File: config.mk
export PLATFORM = sky130hd
export DESIGN_NAME = slvport_arbiter
export DESIGN_NICKNAME = d
export VERILOG_FILES = /design/src/rtl/slvarb_pkg.sv /design/src/rtl/slvarb_prio.sv /design/src/rtl/slvarb_fsm.sv /design/src/rtl/slvarb_mux.sv /design/src/rtl/slvport_arbiter.sv
export SDC_FILE = /design/constraint.sdc
export NUM_CORES = 1
export LEC_CHECK = 0
export ABC_CLOCK_PERIOD_IN_PS = 3700
export BUFFER_PORTS_ARGS = -buffer_cell sky130_fd_sc_hd__clkbuf_2
export CORE_AREA = 2 2 153 155
export DETAILED_ROUTE_END_ITERATION = 8
export DIE_AREA = 0 0 155 157
export HOLD_SLACK_MARGIN = 0.05
export PLACE_DENSITY = 0.34
export SYNTH_ARGS = -nofsm -noshare
export SYNTH_HDL_FRONTEND = slang
export SYNTH_SLANG_ARGS = --single-unit
File: constraint.sdc
create_clock -name clk -period 3.7 [get_ports clk]
set_input_delay 0.185 -clock clk [delete_from_list [all_inputs] [get_ports clk]]
set_output_delay 0.185 -clock clk [all_outputs]
set_load 0.01 [all_outputs]
File: src/rtl/slvarb_pkg.sv
package slvarb_pkg;
    typedef enum logic {
        ST_OWN  = 1'b0,
        ST_HALT = 1'b1
    } arb_state_e;

    localparam int TRANS_W = 2;
    localparam logic [TRANS_W-1:0] TRANS_IDLE = 2'b00;
endpackage

File: src/rtl/slvarb_prio.sv
module slvarb_prio #(
    parameter int N  = 4,
    localparam int IW = (N > 1) ? $clog2(N) : 1
) (
    input  logic [N-1:0]  req,
    output logic          any_req,
    output logic [IW-1:0] win_idx
);
    always_comb begin
        any_req = |req;
        win_idx = '0;
        for (int i = N - 1; i >= 0; i--) begin
            if (req[i]) win_idx = IW'(i);
        end
    end
endmodule

File: src/rtl/slvarb_fsm.sv
module slvarb_fsm
    import slvarb_pkg::*;
#(
    parameter int N  = 4,
    localparam int IW = (N > 1) ? $clog2(N) : 1
) (
    input  logic          clk,
    input  logic          rst_n,
    input  logic [N-1:0]  m_hold,
    input  logic          xfer_end,
    input  logic          halt_req,
    input  logic          halt_low,
    input  logic          any_req,
    input  logic [IW-1:0] win_idx,
    output logic [N-1:0]  grant,
    output logic          halted
);
    arb_state_e    state, nxt_state;
    logic [IW-1:0] owner, nxt_owner;
    logic          arb_pt;

    assign arb_pt = xfer_end && !m_hold[owner];

    always_comb begin
        nxt_state = state;
        nxt_owner = owner;
        unique case (state)
            ST_OWN: begin
                if (arb_pt) begin
                    if (halt_req && (!halt_low || !any_req)) begin
                        nxt_state = ST_HALT;
                    end else if (any_req) begin
                        nxt_owner = win_idx;
                    end
                end
            end
            ST_HALT: begin
                if (!halt_req) begin
                    nxt_state = ST_OWN;
                    if (any_req) nxt_owner = win_idx;
                end
            end
            default: nxt_state = ST_OWN;
        endcase
    end

    always_ff @(posedge clk or negedge rst_n) begin
        if (!rst_n) begin
            state <= ST_OWN;
            owner <= '0;
        end else begin
            state <= nxt_state;
            owner <= nxt_owner;
        end
    end

    always_comb begin
        grant  = '0;
        halted = 1'b0;
        unique case (state)
            ST_OWN:  grant[owner] = 1'b1;
            ST_HALT: halted = 1'b1;
            default: halted = 1'b0;
        endcase
    end
endmodule

File: src/rtl/slvarb_mux.sv
module slvarb_mux
    import slvarb_pkg::*;
#(
    parameter int N  = 4,
    parameter int AW = 32,
    parameter int CW = 8,
    parameter int DW = 32
) (
    input  logic [N-1:0]         grant,
    input  logic [N-1:0]         m_req,
    input  logic [N*AW-1:0]      m_addr,
    input  logic [N*CW-1:0]      m_ctrl,
    input  logic [N*DW-1:0]      m_wdata,
    input  logic [N*TRANS_W-1:0] m_trans,
    output logic [AW-1:0]        s_addr,
    output logic [CW-1:0]        s_ctrl,
    output logic [DW-1:0]        s_wdata,
    output logic [TRANS_W-1:0]   s_trans
);
    logic [AW-1:0]      a_m [N];
    logic [CW-1:0]      c_m [N];
    logic [DW-1:0]      d_m [N];
    logic [TRANS_W-1:0] t_m [N];

    for (genvar i = 0; i < N; i++) begin : g_lane
        assign a_m[i] = m_addr [i*AW +: AW] & {AW{grant[i]}};
        assign c_m[i] = m_ctrl [i*CW +: CW] & {CW{grant[i]}};
        assign d_m[i] = m_wdata[i*DW +: DW] & {DW{grant[i]}};
        assign t_m[i] = m_trans[i*TRANS_W +: TRANS_W] & {TRANS_W{grant[i] & m_req[i]}};
    end

    always_comb begin
        s_addr  = '0;
        s_ctrl  = '0;
        s_wdata = '0;
        s_trans = TRANS_IDLE;
        for (int i = 0; i < N; i++) begin
            s_addr  = s_addr  | a_m[i];
            s_ctrl  = s_ctrl  | c_m[i];
            s_wdata = s_wdata | d_m[i];
            s_trans = s_trans | t_m[i];
        end
    end
endmodule

File: src/rtl/slvport_arbiter.sv
module slvport_arbiter
    import slvarb_pkg::*;
#(
    parameter int N  = 4,
    parameter int AW = 32,
    parameter int CW = 8,
    parameter int DW = 32,
    localparam int IW = (N > 1) ? $clog2(N) : 1
) (
    input  logic                 clk,
    input  logic                 rst_n,
    input  logic [N-1:0]         m_req,
    input  logic [N-1:0]         m_hold,
    input  logic [N*AW-1:0]      m_addr,
    input  logic [N*CW-1:0]      m_ctrl,
    input  logic [N*DW-1:0]      m_wdata,
    input  logic [N*TRANS_W-1:0] m_trans,
    input  logic                 xfer_end,
    input  logic                 halt_req,
    input  logic                 halt_low,
    output logic [N-1:0]         grant,
    output logic                 halted,
    output logic [AW-1:0]        s_addr,
    output logic [CW-1:0]        s_ctrl,
    output logic [DW-1:0]        s_wdata,
    output logic [TRANS_W-1:0]   s_trans
);
    logic          any_req;
    logic [IW-1:0] win_idx;

    slvarb_prio #(.N(N)) u_prio (
        .req     (m_req),
        .any_req (any_req),
        .win_idx (win_idx)
    );

    slvarb_fsm #(.N(N)) u_fsm (
        .clk      (clk),
        .rst_n    (rst_n),
        .m_hold   (m_hold),
        .xfer_end (xfer_end),
        .halt_req (halt_req),
        .halt_low (halt_low),
        .any_req  (any_req),
        .win_idx  (win_idx),
        .grant    (grant),
        .halted   (halted)
    );

    slvarb_mux #(.N(N), .AW(AW), .CW(CW), .DW(DW)) u_mux (
        .grant   (grant),
        .m_req   (m_req),
        .m_addr  (m_addr),
        .m_ctrl  (m_ctrl),
        .m_wdata (m_wdata),
        .m_trans (m_trans),
        .s_addr  (s_addr),
        .s_ctrl  (s_ctrl),
        .s_wdata (s_wdata),
        .s_trans (s_trans)
    );
endmodule

After elaboration in Yosys (flattened, before gate mapping)

Index checks and enable logic that the tools add are counted.

Flip-flop bits (word level): 3

Magnitude comparators: 2
Reduce and logical (&&, ||, !) cells: 9
Equality and inequality tests: 3
Muxes and demuxes: 19
Bitwise gates (word level): 33

Operators by type and width:

| operator             | number |
|---|---|
| $and A32 B32 Y32     | 8 |
| $or A32 B32 Y32      | 6 |
| $and A8 B8 Y8        | 4 |
| $or A8 B8 Y8         | 3 |
| $mux W2              | 8 |
| $and A2 B2 Y2        | 4 |
| $mux W1              | 6 |
| $or A2 B2 Y2         | 3 |
| $and A1 B1 Y1        | 4 |
| $mux W4              | 1 |
| $ne A2 B2 Y1 const B | 2 |
| $pmux W2 S2          | 1 |
| $reduce_or A4 Y1     | 1 |
| $logic_and A1 B1 Y1  | 3 |
| $logic_not A1 Y1     | 3 |
| $lt A2 B3 Y1 const B | 1 |
| $reduce_and A3 Y1    | 1 |
| $bmux W1 S2          | 1 |
| $demux W1 S2         | 1 |
| $ge A2 B1 Y1 const B | 1 |
| $ne A2 B1 Y1 const B | 1 |
| $pmux W1 S2          | 1 |
| $logic_or A1 B1 Y1   | 1 |
| $not A1 Y1           | 1 |

Depth between registers and ports, before layout

Word-level depth: 10
Gate-level depth with buffers: 5
Mapped depth without buffers: 4

Cells and area by module

From an unflattened synthesis, not the netlist that was laid out.

Cells, all modules: 288
Area total of the unflattened synthesis: 1959.4 µm²

By module, submodules not included:

| module      | instances | area each (µm²) | sequential area each (µm²) | cells an instance |
|---|---|---|---|---|
| slvarb_mux  | 1         | 1681.6          | 0.0                        | 258 |
| slvarb_fsm  | 1         | 242.7           | 75.1                       | 23 |
| slvarb_prio | 1         | 35.0            | 0.0                        | 7 |

Least setup slack after synthesis

No wires, ideal clock.

Path type: register -> output
From: register u_fsm.state
To: output port s_wdata[14]
Path slack: 2.051 ns
Stages on the path, launching flop included: 6
Data required time: 3.515 ns
Arrival time: 1.464 ns
Cells stage by stage: dfrtp_1 and3b_2 buf_2 buf_1 a22oi_1 nand2_1

Elaborated cells on any way between the ends: 8
Those cells by class: mux (1); bitwise (7)

RTL lines:

| what                     | RTL line              | text |
|---|---|---|
| start: declaration       | slvarb_fsm.sv:18      | `arb_state_e state, nxt_state;` |
| start signal: assignment | slvarb_fsm.sv:52      | `state <= nxt_state;` |
| $mux W4                  | slvarb_fsm.sv:60      | `unique case (state)` |
| net grant[3]             | slvport_arbiter.sv:21 | `output logic [N-1:0] grant,` |
| $and A32 B32 Y32         | slvarb_mux.sv:28      | `assign d_m[i] = m_wdata[i*DW +: DW] & {DW{grant[i]}};` |
| $or A32 B32 Y32          | slvarb_mux.sv:40      | `s_wdata = s_wdata \| d_m[i];` |
| end: declaration         | slvport_arbiter.sv:25 | `output logic [DW-1:0] s_wdata,` |

The timed path passes the listed nets, and every way through them passes these cells.

Final worst setup path

From: register u_fsm.state
To: output port s_wdata[16]

Longest elaborated chain between the ends: 5
Elaborated cells on any way between the ends: 8
Those cells by class: mux (1); bitwise (7)

Ends and longest elaborated chain:

| what                         | RTL line |
|---|---|
| $mux W4 (*)                  | slvarb_fsm.sv:60 |
| $and A32 B32 Y32             | slvarb_mux.sv:28 |
| $or A32 B32 Y32 (2 in a row) | slvarb_mux.sv:40 |
| $or A32 B32 Y32 (*)          | slvarb_mux.sv:40 |

Mark *: on every way between the ends. The rest lies on a longest branch, timed or not.

==> impl_results.md <==
- Syn Area/Cell: 6.32 um2
- Asr flop ratio synth: 100%
- P_leak: between 2 and 2.5 nW
- Die X: 155 um
- Post-synth cell types: 22
- Final Hold Viols: 0
- Worst Setup End Kind: output pin
- Worst reg2reg path endpoint: u_fsm.owner[1]
- Placed Cells: 927
- Starting utilization of the core area: under 10%
- Worst slew pin tran: approximately 0.84 ns
- Final Max Slew Viols: 0
- Overall die height: 157 um
- Clock transition at the registers of the reported paths: 0.03 ns
- Area grow syn2layout: 131%
- Final Util: 18.2%
- Root Buffer: clkbuf_16
- Initial antenna violation count: 0
- Gr usage total: 9.90%
- Net count, final: 957
- Ys flop type: dfrtp_1
- Initial DRC count: 206
- Clock sink total: 3
- Hold path cells: 2
- Antenna viol nets, final: 0
- WS Path Type: flop to output pin
- R2R Path Start: u_fsm.owner[0]
- FP Rows: 55
- Final setup vio count: 0
- Drt wl/cell: 14.8 um
- Worst EP required: 3.51 ns
- N_diodes: 0
- Register Area: around 75 um2
- Seq/Total Area, Yosys: 4.23%
- Hpwl dp: between 10 and 15 mm
- FF+latch count, synth: 3
- Clock buffer depth: 2
- DRC: 0
- Number of global-route vias before repair: 3,687
- Synth area leader: a22oi_1
- Worst-Skew Late Latency: roughly 0.22 ns
- Routability cong.: 0.725
- Largest net degree at the start of global routing: 76
- RSZ-0062 raised after global routing: no
- First-pass GRT wire length: 19.2 mm
- Arr. time, crit path: 2.23 ns
- Die area: 0.0243 mm2
- H-tree depth: 1
- Post-synth EDFFs: 0
- Hold Path Class: primary input to flop
- Pwr dens: 597 mW/mm2
- Synth top area cells: a22oi_1 (61%), nand2_1 (15%), buf_2 (4.5%), dfrtp_1 (4.2%), nand3_1 (2.3%)
- Fmax: 415 MHz
- 1st-pass router iterations: 4
- GRT overflow: 0
- CTS tree: built
- Max_cap viols: 0
- Area of the multi-input gates: 0.00157 mm2
- Num CTS Buffers: 3
- CORE AREA: ~0.023 mm2
- Status: completed
- Post-synth top area share: between 60 and 70%
- R2R Setup Slk: 2.00 ns
- Fill count: 2,582
- Vias per Instance: 4.11
- Routed wire length: 13.8 mm
- Post-Syn Area: 0.00178 mm2
- Design Area, Final: 0.00410 mm2
- Most frequent cells after synthesis: a22oi_1 (144), nand2_1 (72), buf_2 (16), clkbuf_1 (10), nand3_1 (8)
- Vias post-DR: about 3,800
- Ports: between 300 and 400
- Port bufs: 387
- Clock skew: 0.00143 ns
- Total negative slack: 0 ns
- Layout cells sized above 1: 62.3%
- Buffer and inverter count on the worst path: 2
- Min Tclk post-route: 2.41 ns
- Hold Startpoint: halt_req
- Worst min-delay path endpoint: u_fsm.state
- Rel. slew slack: 44.2%
- Final period util: 65.1%
- Worst path cell trace: and3b_2 -> buf_12 -> a22oi_1 -> nand2_1 -> clkbuf_2
- Syn_nets: about 600
- Fin cells: 932
- CP max FO: 39
- Critical Path Source Type: flop
- Max IR drop VDD: 0.277 mV
- Count leader, synth: a22oi_1
- Critical path's slowest cell: and3b_2
- Syn. warnings: 0
- Gate Count Post-Synth: between 200 and 300
- Reg2Reg Depth: 4
- Placed Area: 0.00402 mm2
- CP delay by family, top: simple AND/OR/NAND/NOR gates
- Post-CTS setup buffers: 0
- Max incr delay on CP: 0.83 ns
==> per-layer routing <==
| metal | routed length (um) | vias up | global-route usage (%) | part of all wire [%] |
|---|---|---|---|---|
| li1 | - | 1860 | - | - |
| met1 | 5110 | 1717 | 10.5 | 37 |
| met2 | 7360 | 244 | 20.4 | 53 |
| met3 | 1150 | 10 | 1.62 | 8.3 |
| met4 | 142 | 0 | 1.76 | 1.0 |
| met5 | 0 | - | 0 | 0 |
==> what timing repair did <==
| item | CTS | global route |
|---|---|---|
| hold buffers | 1 | 0 |
| gates resized for setup | 0 | 0 |
| endpoints found under the hold margin | 3 | 0 |
==> stage by stage <==
| stage | power, W | hold slack (ns) | worst slack, ns |
|---|---|---|---|
| global placement | 0.00233 | -0.00992 | 1.50 |
| floorplan | 0.00133 | -0.111 | 2.05 |
| finish | 0.00245 | 0.200 | 1.29 |
| global route | 0.00267 | 0.210 | 1.14 |
| CTS | 0.00248 | 0.201 | 1.26 |
| detailed placement | 0.00230 | -0.0118 | 1.51 |
==> state kept, by name, summed over array words and instances (netlist names) <==
register	count
u_fsm.owner	2
u_fsm.state	1
==> cell usage in the layout, fill, tap and decap left out, drive strengths merged, types with 3 or more instances in the layout <==
cell    instances
a22oi         144
buf             6
clkbuf        391
dfrtp           3
nand2          72
nand3           8
==> worst max path at each step <==
stage,slack (ns),start,to,cells past startpoint
2_1_floorplan,2.05,u_fsm.state,s_wdata[14],5
4_1_cts,1.26,u_fsm.state,s_trans[1],5
3_5_place_dp,1.51,u_fsm.state,s_trans[1],5
6_report,1.29,u_fsm.state,s_wdata[16],5
5_1_grt,1.14,u_fsm.state,s_addr[7],5
3_3_place_gp,1.50,u_fsm.state,s_wdata[16],5
==> area by class of cell <==
type	instances	share of cell area (%)
Inverter	2	0.183
Clock buffer	4	1.92
Multi-Input combinational cell	244	38.2
Timing Repair Buffer	394	49.1
Sequential cell	3	1.83
Tap cell	285	8.69
==> cell families (layout without fill, tap and decap cells) <==
logic type	Yosys count	after routing	share of synthesized area, %
buffers and inverters	34	400	8.32
AOI/OAI and AO/OA	149	149	62.8
DFF	3	3	4.23
muxes	3	3	2.54
and+or+nand+nor	92	92	22.1
==> power breakdown <==
part           internal [W]  switching, W
clock network      0.000142     0.0000292
logic              0.000903       0.00131
registers         0.0000436     0.0000242
Power figures use the tool's default switching activity.
